[config.mk]
export PLATFORM = sky130hd
export DESIGN_NAME = spi_irq_ctl
export DESIGN_NICKNAME = d
export VERILOG_FILES = /design/src/rtl/spi_irq_ctl.sv
export SDC_FILE = /design/constraint.sdc
export NUM_CORES = 1
export LEC_CHECK = 0
export CAP_MARGIN = 40
export CORE_UTILIZATION = 56
export DETAILED_ROUTE_END_ITERATION = 16
export DONT_BUFFER_PORTS = 1
export PLACE_DENSITY_LB_ADDON = 0.05
export SLEW_MARGIN = 20
export SYNTH_ARGS = -nofsm -noshare
export SYNTH_HDL_FRONTEND = slang
export SYNTH_SLANG_ARGS = --single-unit
[constraint.sdc]
create_clock -name clk -period 1.3 [get_ports clk]
set_input_delay 0.13 -clock clk [delete_from_list [all_inputs] [get_ports clk]]
set_output_delay 0.13 -clock clk [all_outputs]
set_load 0.02 [all_outputs]
[src/rtl/spi_irq_ctl.sv]
module spi_irq_ctl #(
  parameter int          NEVT       = 7,
  parameter int          ADDR_W     = 8,
  parameter int          RST_CYCLES = 4,
  parameter logic [31:0] KEY        = 32'h0000_000A
) (
  input  logic              clk,
  input  logic              rst_n,
  input  logic              bus_wr_i,
  input  logic [ADDR_W-1:0] bus_addr_i,
  input  logic [31:0]       bus_wdata_i,
  output logic [31:0]       bus_rdata_o,
  input  logic [NEVT-1:0]   evt_i,
  output logic              irq_o,
  output logic              periph_rst_o
);
  localparam int NSRC = NEVT + 1;
  localparam int CW   = $clog2(RST_CYCLES + 1);
  localparam logic [ADDR_W-1:0] OFF_GIE = ADDR_W'('h1C);
  localparam logic [ADDR_W-1:0] OFF_ST  = ADDR_W'('h20);
  localparam logic [ADDR_W-1:0] OFF_EN  = ADDR_W'('h28);
  localparam logic [ADDR_W-1:0] OFF_RST = ADDR_W'('h40);

  logic            gie_q;
  logic [NSRC-1:0] st_q, en_q;
  logic [CW-1:0]   cnt_q;
  logic            busy, key_wr, key_ok, key_bad;

  assign busy    = (cnt_q != '0);
  assign key_wr  = bus_wr_i && (bus_addr_i == OFF_RST) && !busy;
  assign key_ok  = key_wr && (bus_wdata_i == KEY);
  assign key_bad = key_wr && (bus_wdata_i != KEY);

  always_ff @(posedge clk or negedge rst_n) begin
    if (!rst_n) gie_q <= 1'b0;
    else if (bus_wr_i && bus_addr_i == OFF_GIE) gie_q <= bus_wdata_i[31];
  end

  always_ff @(posedge clk or negedge rst_n) begin
    if (!rst_n) begin
      st_q <= '0;
      en_q <= '0;
    end else if (key_ok || busy) begin
      st_q <= '0;
      en_q <= '0;
    end else begin
      if (bus_wr_i && bus_addr_i == OFF_ST)
        st_q <= (st_q & ~bus_wdata_i[NSRC-1:0]) | {key_bad, evt_i};
      else
        st_q <= st_q | {key_bad, evt_i};
      if (bus_wr_i && bus_addr_i == OFF_EN) en_q <= bus_wdata_i[NSRC-1:0];
    end
  end

  always_ff @(posedge clk or negedge rst_n) begin
    if (!rst_n)      cnt_q <= '0;
    else if (key_ok) cnt_q <= CW'(RST_CYCLES);
    else if (busy)   cnt_q <= cnt_q - 1'b1;
  end

  assign periph_rst_o = busy;
  assign irq_o        = gie_q && |(st_q & en_q);

  always_comb begin
    case (bus_addr_i)
      OFF_GIE: bus_rdata_o = {gie_q, 31'b0};
      OFF_ST:  bus_rdata_o = {{(32-NSRC){1'b0}}, st_q};
      OFF_EN:  bus_rdata_o = {{(32-NSRC){1'b0}}, en_q};
      default: bus_rdata_o = '0;
    endcase
  end

  AST_EVT_CAPTURED: assert property (@(posedge clk) disable iff (!rst_n)
    (|evt_i && !busy && !key_ok) |=> ((st_q[NEVT-1:0] & $past(evt_i)) == $past(evt_i)));
  AST_QUIET_IN_RESET: assert property (@(posedge clk) disable iff (!rst_n)
    periph_rst_o |-> (st_q == '0 && en_q == '0));
  AST_GIE_KEPT: assert property (@(posedge clk) disable iff (!rst_n)
    (periph_rst_o && !(bus_wr_i && bus_addr_i == OFF_GIE)) |=> $stable(gie_q));
  AST_BAD_KEY_FLAG: assert property (@(posedge clk) disable iff (!rst_n)
    (bus_wr_i && bus_addr_i == OFF_RST && bus_wdata_i != KEY && !periph_rst_o)
      |=> (st_q[NEVT] && !periph_rst_o));
endmodule

==> key figures, run 1 <==
Synth
  • Synth area leaders: dfrtp_1 (35%), buf_4 (12%), mux2i_1 (11%)
  • Post-synthesis instance total: 148
  • Seq/Total Area, Yosys: 35.06%
  • Most frequent cell after synthesis: buf_4
  • Most common library cells after synthesis: buf_4 (23), nor2_1 (22), dfrtp_1 (20)
  • Cell taking the most area after synthesis: dfrtp_1
  • EDFF count, synth: 0
  • Yosys cell types: 34
  • Synth async-reset ratio: 100.0%
  • Syn avg cell area: 9.646 µm²
  • Syn Std Cell Area: 1428 µm²
  • Post-synth top area share: 35.06%
  • Synth warn: 0
  • Yosys reg bits: 20
  • Primary FF master, synth: dfrtp_1

Placement
  • Placed Area: 1488 µm²
  • Dpl hpwl: 2719 µm
  • Port bufs: 0
  • Gpl congestion: 0.8317
  • Placed Cells: 191

Detailed routing
  • Vias/cell: 5.757
  • Vias: 1,278
  • Number of detailed-route iterations in the first pass: 4
  • DRC violations left: 0
  • WL/cell: 17.80 µm
  • Routed Wire Length: 3951 µm
  • ANT nets after route: 0
  • DR iter-0 viols: 22

Clock tree
  • Clk slew on worst S/H paths: 0.11 ns
  • CTS max path bufs: 2
  • CTS H-tree lvls: 1
  • CTS Buf Count: 3
  • Worst-Skew Late Latency: 0.29 ns
  • Clock root buffer: clkbuf_4
  • Clk sinks: 20
  • TritonCTS clock tree: done

Global route
  • Number of global-route vias before repair: 1,361
  • Pin count of the biggest net entering global routing: 21
  • GRT Util Overall: 30.46%
  • GRT overflow: 0
  • Antenna violations before repair: 0
  • First-pass GRT wire length: 6009 µm

Critical path
  • Worst R2R Start: cnt_q[1]$_DFFE_PN0P_
  • Worst reg2reg endpoint: st_q[0]$_DFF_PN0_
  • Startpoint Class: flop
  • Worst setup EP type: primary output
  • Register-to-Register Path Depth: 7
  • CP Capture Point: periph_rst_o
  • CP Max Fanout: 2
  • CP required: 1.17 ns
  • R2R setup slack: -0.10 ns
  • WP data arrival: 1.30 ns
  • Crit Path Class: flop to primary output
  • CP startpoint: cnt_q[1]$_DFFE_PN0P_

Cells and area
  • Area grow syn2layout: 29.36%
  • Nets@finish: 248
  • Fill cell count: 158
  • Share of layout cells above drive strength 1: 28.35%
  • Post-Layout Inst Area: 1847 µm²
  • Antenna diodes: 0
  • Finished Layout Cells: 222

STA
  • Setup TNS: -1.828 ns
  • Unrepaired setup endpoints after global routing: true
  • Worst setup margin: -0.1251 ns
  • Slew Limit Headroom: 64.03%
  • Max Clk Rate: 0.7017 GHz
  • Final period util: 109.6%
  • Final hold violation count: 0
  • Max-slew violations: 0
  • Final Skew: 0.002718 ns
  • Post-layout min period: 1.425 ns
  • Worst hold slack: 0.04480 ns
  • Final setup violation count: 23
  • Worst slew pin tran: 0.5378 ns

Run status
  • Status: finished, violations left
  • Failing checks: setup timing

Flow run
  • Max_cap viols: 0

Floorplan
  • Starting Density: 62.15%
  • Vert. Die Dim: 52.49 µm
  • Num ports: 84
  • Die W: 52.49 µm
  • Die Area: 2755 µm²
  • Row Count: 17
  • Placeable Area: 2297 µm²

Power
  • Clock share of power: 25.3%
  • Total power: 0.001165 W
  • Combinational share of power: 18.7%
  • Register share of total power: 55.9%
  • Leak: 0.8626 nW
  • VDD IR max: 503.1 µV
  • Switching Share: 28.09%
  • Psw: 0.0003271 W
  • P_int: 0.0008375 W
  • PwrDens: 630.6 nW/µm²

Min path
  • Hold Crit Class: input port to flop
## state kept, by name, indices dropped and copies added, names as in the netlist
name	count
en_q	8
st_q	8
cnt_q	3
gie_q	1
## worst min path at each step
stage,startpoint,endpoint,slack [ns],cells after the start
detailed placement,rst_n,en_q[0]$_DFFE_PN0P_,-0.17,0
global placement,rst_n,st_q[0]$_DFF_PN0_,-0.17,0
CTS,bus_wr_i,gie_q$_DFFE_PN0P_,0.04,2
floorplan,rst_n,cnt_q[0]$_DFFE_PN0P_,-0.17,0
finish,bus_wdata_i[3],st_q[3]$_DFF_PN0_,0.04,3
global route,bus_wr_i,gie_q$_DFFE_PN0P_,0.06,2
## worst max-delay path, cell delays in order, from the launching register on
cell	delay [ns]
dfrtp_1	0.39
inv_2	0.07
ha_4	0.16
and2b_2	0.21
inv_2	0.07
buf_6	0.11
## metal layers
layer  global-route usage, %  part of all wire [%]
met4                   7.895                  0.73
met3                   6.377                   6.3
met2                   58.44                    54
met1                   33.15                    39
met5                       0                     0
## cell families after synthesis
logic type / share of synthesized area, %
AND/OR/NAND/NOR: 26.56
buffers and inverters: 15.34
flip-flops: 35.06
AO/OA/AOI/OAI: 9.028
multiplexers: 12.01
adder cells (fa/ha/maj): 1.753
other: 0.2627
## power groups by stage
stage                     Sequential [W]  Clock, W  Combinational [W]
after floorplan                 0.000658         0           0.000184
final                           0.000651  0.000295           0.000218
after global routing            0.000654  0.000324           0.000235
after global placement          0.000660         0           0.000137
after CTS                       0.000650  0.000299           0.000207
after detailed placement        0.000662         0           0.000139
## placed cells by master (no fill, tap or decap), types with 2 or more instances in the layout
cell            n
a22oi_2         4
buf_4          21
nand2_1         3
nor3_1          2
conb_1         23
clkbuf_4        3
dlygate4sd3_1  17
nand4_1        10
inv_2           2
a21oi_1         8
nor4b_1         2
inv_1           3
dfrtp_1        20
nand4_4         2
nor4_1          6
mux2i_1        16
buf_6           9
nor2_2          2
nor2_1         22
## stage by stage
step,setup slack (ns),utilization (%)
after CTS,-0.09345,79.19
after floorplan,-0.05761,-
after global placement,-0.07392,64.76
after global routing,-0.1788,80.39
after detailed placement,-0.1482,64.76
final,-0.1251,80.39
## layout make-up
type / count / area, µm² / share of cell area [%]
multi-input cells: 119 / 840.8 / 45.53
flip-flops and latches: 20 / 500.5 / 27.10
repair buffers: 47 / 429.2 / 23.24
well taps: 28 / 35.03 / 1.897
clock buffers: 3 / 22.52 / 1.220
inverters: 5 / 18.77 / 1.016
## what timing repair did
item	4_1_cts	5_1_grt
hold buffers	17	0
resized for setup	16	5
pin swaps	3	4
endpoints found under the setup margin	18	28
endpoints found under the hold margin	36	0
gates cloned	0	0
buffers inserted	10	0
Note: power is estimated with default switching activity, not from simulation.
==> run 2, diff against run 1 <==
--- a/config.mk
+++ b/config.mk
@@ -10,6 +10,7 @@
 export DETAILED_ROUTE_END_ITERATION = 16
 export DONT_BUFFER_PORTS = 1
 export PLACE_DENSITY_LB_ADDON = 0.05
+export RECOVER_POWER = 100
 export SLEW_MARGIN = 20
 export SYNTH_ARGS = -nofsm -noshare
 export SYNTH_HDL_FRONTEND = slang
==> run 2 against run 1 <==
  * The run still ends with setup timing left
  * Clock power barely moved
  * Final area down 1.2%
  * Sequential cell count stayed put
  * Cell count unchanged
  * Critical path depth unchanged
  * First-iteration DRC count stayed put
  * Largest power group unchanged
==> key figures, run 2 (same netlist as run 1, synthesis figures left out) <==
Power
  • Switching Share: 28.23% (was 28.09%)
  • Leak: 0.8558 nW (was 0.8626 nW)
  • Register share of total power: 56.1% (was 55.9%)
  • PwrDens: 637.0 nW/µm² (was 630.6 nW/µm²)
  • Clock share of power: 25.5% (was 25.3%)
  • P_int: 0.0008341 W (was 0.0008375 W)
  • Total power: 0.001162 W (was 0.001165 W)
  • Combinational share of power: 18.4% (was 18.7%)
  • Psw: 0.0003280 W (was 0.0003271 W)
  • VDD IR max: 504.5 µV (was 503.1 µV)

Detailed routing
  • Vias/cell: 5.734 (was 5.757)
  • ANT nets after route: 0 (unchanged)
  • WL/cell: 17.85 µm (was 17.80 µm)
  • DRC violations left: 0 (unchanged)
  • Vias: 1,273 (was 1,278)
  • DR iter-0 viols: 22 (unchanged)
  • Number of detailed-route iterations in the first pass: 4 (unchanged)
  • Routed Wire Length: 3962 µm (was 3951 µm)

Cells and area
  • Antenna diodes: 0 (unchanged)
  • Leading cell type in the layout, fill and taps excluded: conb_1 (unchanged)
  • Commonest non-fill, non-tap cells in the layout: conb_1 (23), nor2_1 (22), buf_4 (21) (unchanged)
  • Largest regs: en_q x8, st_q x8, cnt_q x3 (unchanged)
  • Area grow syn2layout: 27.78% (was 29.36%)
  • Nets@finish: 248 (unchanged)
  • Share of layout cells above drive strength 1: 27.32% (was 28.35%)

Clock tree
  • CTS H-tree lvls: 1 (unchanged)
  • Worst-Skew Late Latency: 0.29 ns (about the same)
  • Clk sinks: 20 (unchanged)
  • CTS Buf Count: 3 (unchanged)
  • TritonCTS clock tree: done (unchanged)
  • CTS max path bufs: 2 (unchanged)
  • Clock root buffer: clkbuf_4 (unchanged)
  • Clk slew on worst S/H paths: 0.11 ns (about the same)

STA
  • Worst hold slack: 0.04403 ns (was 0.04480 ns)
  • Worst slew pin tran: 0.5847 ns (was 0.5378 ns)
  • Slew Limit Headroom: 60.66% (was 64.03%)
  • Final Skew: 0.003030 ns (was 0.002718 ns)
  • Final hold violation count: 0 (unchanged)
  • Post-layout min period: 1.425 ns (about the same)
  • Max Clk Rate: 0.7015 GHz (was 0.7017 GHz)
  • Setup TNS: -1.955 ns (was -1.828 ns)
  • Final setup violation count: 24 (was 23)
  • Final period util: 109.6% (about the same)
  • Worst setup margin: -0.1254 ns (was -0.1251 ns)
  • Max-slew violations: 0 (unchanged)
  • Unrepaired setup endpoints after global routing: true (unchanged)

Critical path
  • WP data arrival: 1.30 ns (about the same)
  • Crit Path Class: flop to primary output (unchanged)
  • Crit path largest cell delay: 0.40 ns (was 0.39 ns)
  • Crit-path slowest cell: dfrtp_1 (unchanged)
  • Register-to-Register Path Depth: 7 (unchanged)
  • CP most frequent cell: inv_2 (unchanged)
  • Startpoint Class: flop (unchanged)
  • CP required: 1.17 ns (about the same)
  • Worst setup EP type: primary output (unchanged)
  • CP Max Fanout: 2 (unchanged)
  • CP Cell Sequence: inv_2 -> ha_4 -> and2b_2 -> inv_2 -> buf_6 (unchanged)

Placement
  • Port bufs: 0 (unchanged)
  • Gpl congestion: 0.8317 (unchanged)
  • Dpl hpwl: 2719 µm (unchanged)

Floorplan
  • Num ports: 84 (unchanged)
  • Die Area: 2755 µm² (unchanged)
  • Die W: 52.49 µm (unchanged)
  • Starting Density: 62.15% (unchanged)
  • Placeable Area: 2297 µm² (unchanged)
  • Row Count: 17 (unchanged)
  • Vert. Die Dim: 52.49 µm (unchanged)

Run status
  • Status: finished, violations left (unchanged)
  • Failing checks: setup timing (unchanged)

Global route
  • First-pass GRT wire length: 6009 µm (unchanged)
  • Antenna violations before repair: 0 (unchanged)
  • Pin count of the biggest net entering global routing: 21 (unchanged)
  • GRT Util Overall: 30.46% (unchanged)
  • GRT overflow: 0 (unchanged)
  • Number of global-route vias before repair: 1,361 (unchanged)

Min path
  • Hold depth: 3 (unchanged)
  • Hold Crit Class: input port to flop (unchanged)

Flow run
  • Max_cap viols: 0 (unchanged)
## run 2: power groups by stage
| stage | registers (W) | logic, W | clock network, W |
|---|---|---|---|
| finish | 0.000651 | 0.000214 | 0.000297 |
| global route | 0.000654 | 0.000231 | 0.000324 |
| CTS | 0.000650 | 0.000207 | 0.000299 |
| detailed placement | 0.000662 | 0.000139 | 0 |
| global placement | 0.000660 | 0.000137 | 0 |
| floorplan | 0.000658 | 0.000184 | 0 |
## run 2: area by class of cell
type | instances | area, µm²
Inverter | 5 | 18.77
Tap cell | 28 | 35.03
Multi-Input combinational cell | 119 | 825.8
Clock buffer | 3 | 22.52
Timing Repair Buffer | 47 | 421.7
Fill cell | 160 | 473.0
Sequential cell | 20 | 500.5
## run 2: critical path, delay by kind of cell, from the launching register on
family / cells / cell delay, ns
buffers and inverters: 3 / 0.25
DFF: 1 / 0.40
and+or+nand+nor: 1 / 0.20
adders and majority gates: 1 / 0.16
## run 2: routing by layer
| layer | part of all wire, % | global-route usage [%] | vias to the layer above |
|---|---|---|---|
| li1 | - | - | 581 |
| met1 | 39 | 33.15 | 617 |
| met2 | 54 | 58.44 | 71 |
| met3 | 6.5 | 6.377 | 4 |
| met4 | 0.73 | 7.895 | 0 |
| met5 | 0 | 0 | - |
## run 2: timing repair
action / CTS / global route
gates resized for setup: 16 / 5
endpoints found under the hold margin: 36 / 0
setup buffers: 10 / 0
hold buffers: 17 / 0
pin swaps: 3 / 4
endpoints found under the setup margin: 18 / 28
## run 2: per-stage QoR
step,area [µm²],utilization (%),setup slack (ns),std cells
finish,1824,79.41,-0.1254,222
global route,1824,79.41,-0.1788,222
CTS,1819,79.19,-0.09345,221
detailed placement,1488,64.76,-0.1482,191
global placement,1488,64.76,-0.07392,191
floorplan,1510,-,-0.05761,170
## run 2: path summary, 6_finish.rpt
| check | slack, ns | to | startpoint |
|---|---|---|---|
| setup reg to reg | -0.10 | st_q[0]$_DFF_PN0_ | cnt_q[1]$_DFFE_PN0P_ |
| hold reg to reg | 0.57 | gie_q$_DFFE_PN0P_ | gie_q$_DFFE_PN0P_ |
| max in group asynchronous | 0.23 | st_q[1]$_DFF_PN0_ | rst_n |
| min in group asynchronous | 0.23 | en_q[6]$_DFFE_PN0P_ | rst_n |
| hold / removal | 0.04 | st_q[3]$_DFF_PN0_ | bus_wdata_i[3] |
| setup / recovery | -0.13 | periph_rst_o | cnt_q[1]$_DFFE_PN0P_ |
==> run 3, diff against run 2 <==
--- a/config.mk
+++ b/config.mk
@@ -9,8 +9,8 @@
 export CORE_UTILIZATION = 56
 export DETAILED_ROUTE_END_ITERATION = 16
 export DONT_BUFFER_PORTS = 1
+export GPL_TIMING_DRIVEN = 0
 export PLACE_DENSITY_LB_ADDON = 0.05
-export RECOVER_POWER = 100
 export SLEW_MARGIN = 20
 export SYNTH_ARGS = -nofsm -noshare
 export SYNTH_HDL_FRONTEND = slang
==> run 3 against run 2 <==
  * The run ends with hold timing, setup timing left
  * Critical path type unchanged
  * Final area grew 7.5%
  * Power is 7.9% higher
  * Largest power group unchanged
  * Die area stayed put
  * Combinational power rose by 37%
  * Maximum frequency up 2.8%
  * Sequential power about the same
==> key figures, run 3 (same netlist as run 1, synthesis figures left out) <==
STA
  • Max-slew violations: 0 (unchanged)
  • Final Skew: 0.003752 ns (was 0.003030 ns)
  • Unrepaired setup endpoints after global routing: true (unchanged)
  • Final hold violation count: 2 (was 0)
  • Max Clk Rate: 0.7215 GHz (was 0.7015 GHz)
  • Final period util: 106.6% (was 109.6%)
  • Worst hold slack: -0.001566 ns (was 0.04403 ns)
  • Final setup violation count: 13 (was 24)
  • Worst setup margin: -0.08607 ns (was -0.1254 ns)
  • Post-layout min period: 1.386 ns (was 1.425 ns)

Critical path
  • Register-to-Register Path Depth: 5 (was 7)
  • CP Max Fanout: 3 (was 2)
  • Worst reg2reg endpoint: cnt_q[2]$_DFFE_PN0P_ (was st_q[0]$_DFF_PN0_)
  • Bufs and invs on worst path: 2 (was 3)
  • Crit-path slowest cell: dfrtp_1 (unchanged)
  • Crit path max-delay family: flip-flops (unchanged)
  • Worst R2R Start: cnt_q[1]$_DFFE_PN0P_ (unchanged)
  • WP data arrival: 1.26 ns (was 1.30 ns)
  • Crit Path Class: flop to primary output (unchanged)
  • Startpoint Class: flop (unchanged)
  • Critical path depth in cells: 4 (was 5)
  • CP required: 1.17 ns (about the same)
  • Crit path largest cell delay: 0.39 ns (was 0.40 ns)
  • R2R setup slack: -0.05 ns (was -0.10 ns)
  • Worst setup EP type: primary output (unchanged)
  • CP Cell Sequence: inv_2 -> ha_4 -> and2b_2 -> inv_4 (was inv_2 -> ha_4 -> and2b_2 -> inv_2 -> buf_6)

Run status
  • Failing checks: hold timing, setup timing (was setup timing)
  • Status: finished, violations left (unchanged)

Cells and area
  • Commonest non-fill, non-tap cells in the layout: buf_4 (33), conb_1 (23), dfrtp_1 (20) (was conb_1 (23), nor2_1 (22), buf_4 (21))
  • Antenna diodes: 0 (unchanged)
  • Nets@finish: 253 (was 248)
  • Leading cell type in the layout, fill and taps excluded: buf_4 (was conb_1)
  • Largest regs: en_q x8, st_q x8, cnt_q x3 (unchanged)
  • Finished Layout Cells: 227 (was 222)
  • Fill cell count: 126 (was 160)
  • Share of layout cells above drive strength 1: 43.22% (was 27.32%)
  • Layout Utilization: 85.35% (was 79.41%)
  • Area grow syn2layout: 37.34% (was 27.78%)
  • FF+latch area: 500.5 µm² (unchanged)
  • Multi-input gate area: 938.4 µm² (was 825.8 µm²)

Power
  • PwrDens: 639.5 nW/µm² (was 637.0 nW/µm²)
  • VDD IR max: 537.1 µV (was 504.5 µV)
  • Leak: 0.8927 nW (was 0.8558 nW)

Detailed routing
  • ANT nets after route: 0 (unchanged)
  • Number of detailed-route iterations in the first pass: 4 (unchanged)
  • Vias/cell: 6.040 (was 5.734)
  • Routed Wire Length: 4462 µm (was 3962 µm)
  • DR iter-0 viols: 33 (was 22)
  • WL/cell: 19.66 µm (was 17.85 µm)
  • Vias: 1,371 (was 1,273)
  • DRC violations left: 0 (unchanged)

Floorplan
  • Vert. Die Dim: 52.49 µm (unchanged)
  • Die W: 52.49 µm (unchanged)
  • Num ports: 84 (unchanged)
  • Placeable Area: 2297 µm² (unchanged)
  • Row Count: 17 (unchanged)
  • Starting Density: 62.15% (unchanged)
  • Die Area: 2755 µm² (unchanged)

Placement
  • Dpl hpwl: 2716 µm (was 2719 µm)
  • Port bufs: 0 (unchanged)
  • Placed Cells: 198 (was 191)
  • Gpl congestion: 0.8429 (was 0.8317)

Clock tree
  • Clock root buffer: clkbuf_4 (unchanged)
  • Clk sinks: 20 (unchanged)
  • Worst-Skew Late Latency: 0.31 ns (was 0.29 ns)
  • Clk slew on worst S/H paths: 0.12 ns (was 0.11 ns)
  • CTS max path bufs: 2 (unchanged)
  • CTS H-tree lvls: 1 (unchanged)
  • TritonCTS clock tree: done (unchanged)
  • CTS Buf Count: 3 (unchanged)

Min path
  • Hold Crit Class: input port to flop (unchanged)
  • Worst hold start: bus_wdata_i[3] (unchanged)
  • Hold path endpoint: en_q[3]$_DFFE_PN0P_ (was st_q[3]$_DFF_PN0_)
  • Hold depth: 2 (was 3)

Global route
  • Antenna violations before repair: 0 (unchanged)
  • Pin count of the biggest net entering global routing: 21 (unchanged)
  • First-pass GRT wire length: 5858 µm (was 6009 µm)
  • Number of global-route vias before repair: 1,305 (was 1,361)
  • GRT Util Overall: 29.85% (was 30.46%)
  • GRT overflow: 0 (unchanged)

Flow run
  • Max_cap viols: 0 (unchanged)
-- run 3: routing by layer --
| metal | track usage (%) | routed length, µm | vias to the layer above |
|---|---|---|---|
| met1 | 30.42 | 1514 | 650 |
| met2 | 56.75 | 2398 | 109 |
| met4 | 12.72 | 125 | 0 |
| li1 | - | - | 600 |
| met5 | 0 | 0 | - |
| met3 | 6.957 | 424 | 12 |
-- run 3: worst max path at each step --
stage                         start              to  slack, ns
6_report       cnt_q[1]$_DFFE_PN0P_    periph_rst_o      -0.09
5_1_grt        cnt_q[1]$_DFFE_PN0P_    periph_rst_o      -0.13
4_1_cts        cnt_q[1]$_DFFE_PN0P_    periph_rst_o      -0.05
3_5_place_dp          bus_addr_i[1]  bus_rdata_o[7]      -0.43
3_3_place_gp          bus_addr_i[1]  bus_rdata_o[7]      -0.42
2_1_floorplan         bus_addr_i[2]  bus_rdata_o[0]      -0.06
-- run 3: power by group --
part	internal (W)	leakage (nW)	total, W	switching (W)
registers	0.000637	0.241	0.000653	0.0000161
logic	0.000135	0.638	0.000294	0.000159
clock network	0.000108	0.0138	0.000307	0.000199
total	0.000880	0.893	0.00125	0.000374
-- run 3: repair_timing --
item | CTS | global route
setup buffers | 9 | 3
pin swaps | 3 | 16
gates cloned | 0 | 1
gates resized for setup | 24 | 23
hold endpoints to repair | 31 | 0
setup endpoints to repair | 22 | 19
hold buffers | 12 | 0
-- run 3: layout make-up --
| type | instances | share of cell area, % |
|---|---|---|
| plain buffers | 26 | 10.34 |
| clock buffers | 3 | 1.149 |
| inverters | 5 | 1.085 |
| multi-input cells | 119 | 47.86 |
| flip-flops and latches | 20 | 25.53 |
| well taps | 28 | 1.787 |
| repair buffers | 26 | 12.25 |
-- run 3: through the flow --
stage	total power, W	setup TNS, ns	setup WS [ns]	hold WS (ns)	instance area (µm²)
after floorplan	0.0008420	-0.4609	-0.05761	-0.1656	1510
after global placement	0.0008560	-7.519	-0.4157	-0.1651	1545
after CTS	0.001198	-0.07672	-0.04778	0.0001538	1838
after detailed placement	0.0008607	-8.047	-0.4283	-0.1651	1545
after global routing	0.001303	-1.011	-0.1289	-0.009574	1961
final	0.001254	-0.3453	-0.08607	-0.001566	1961
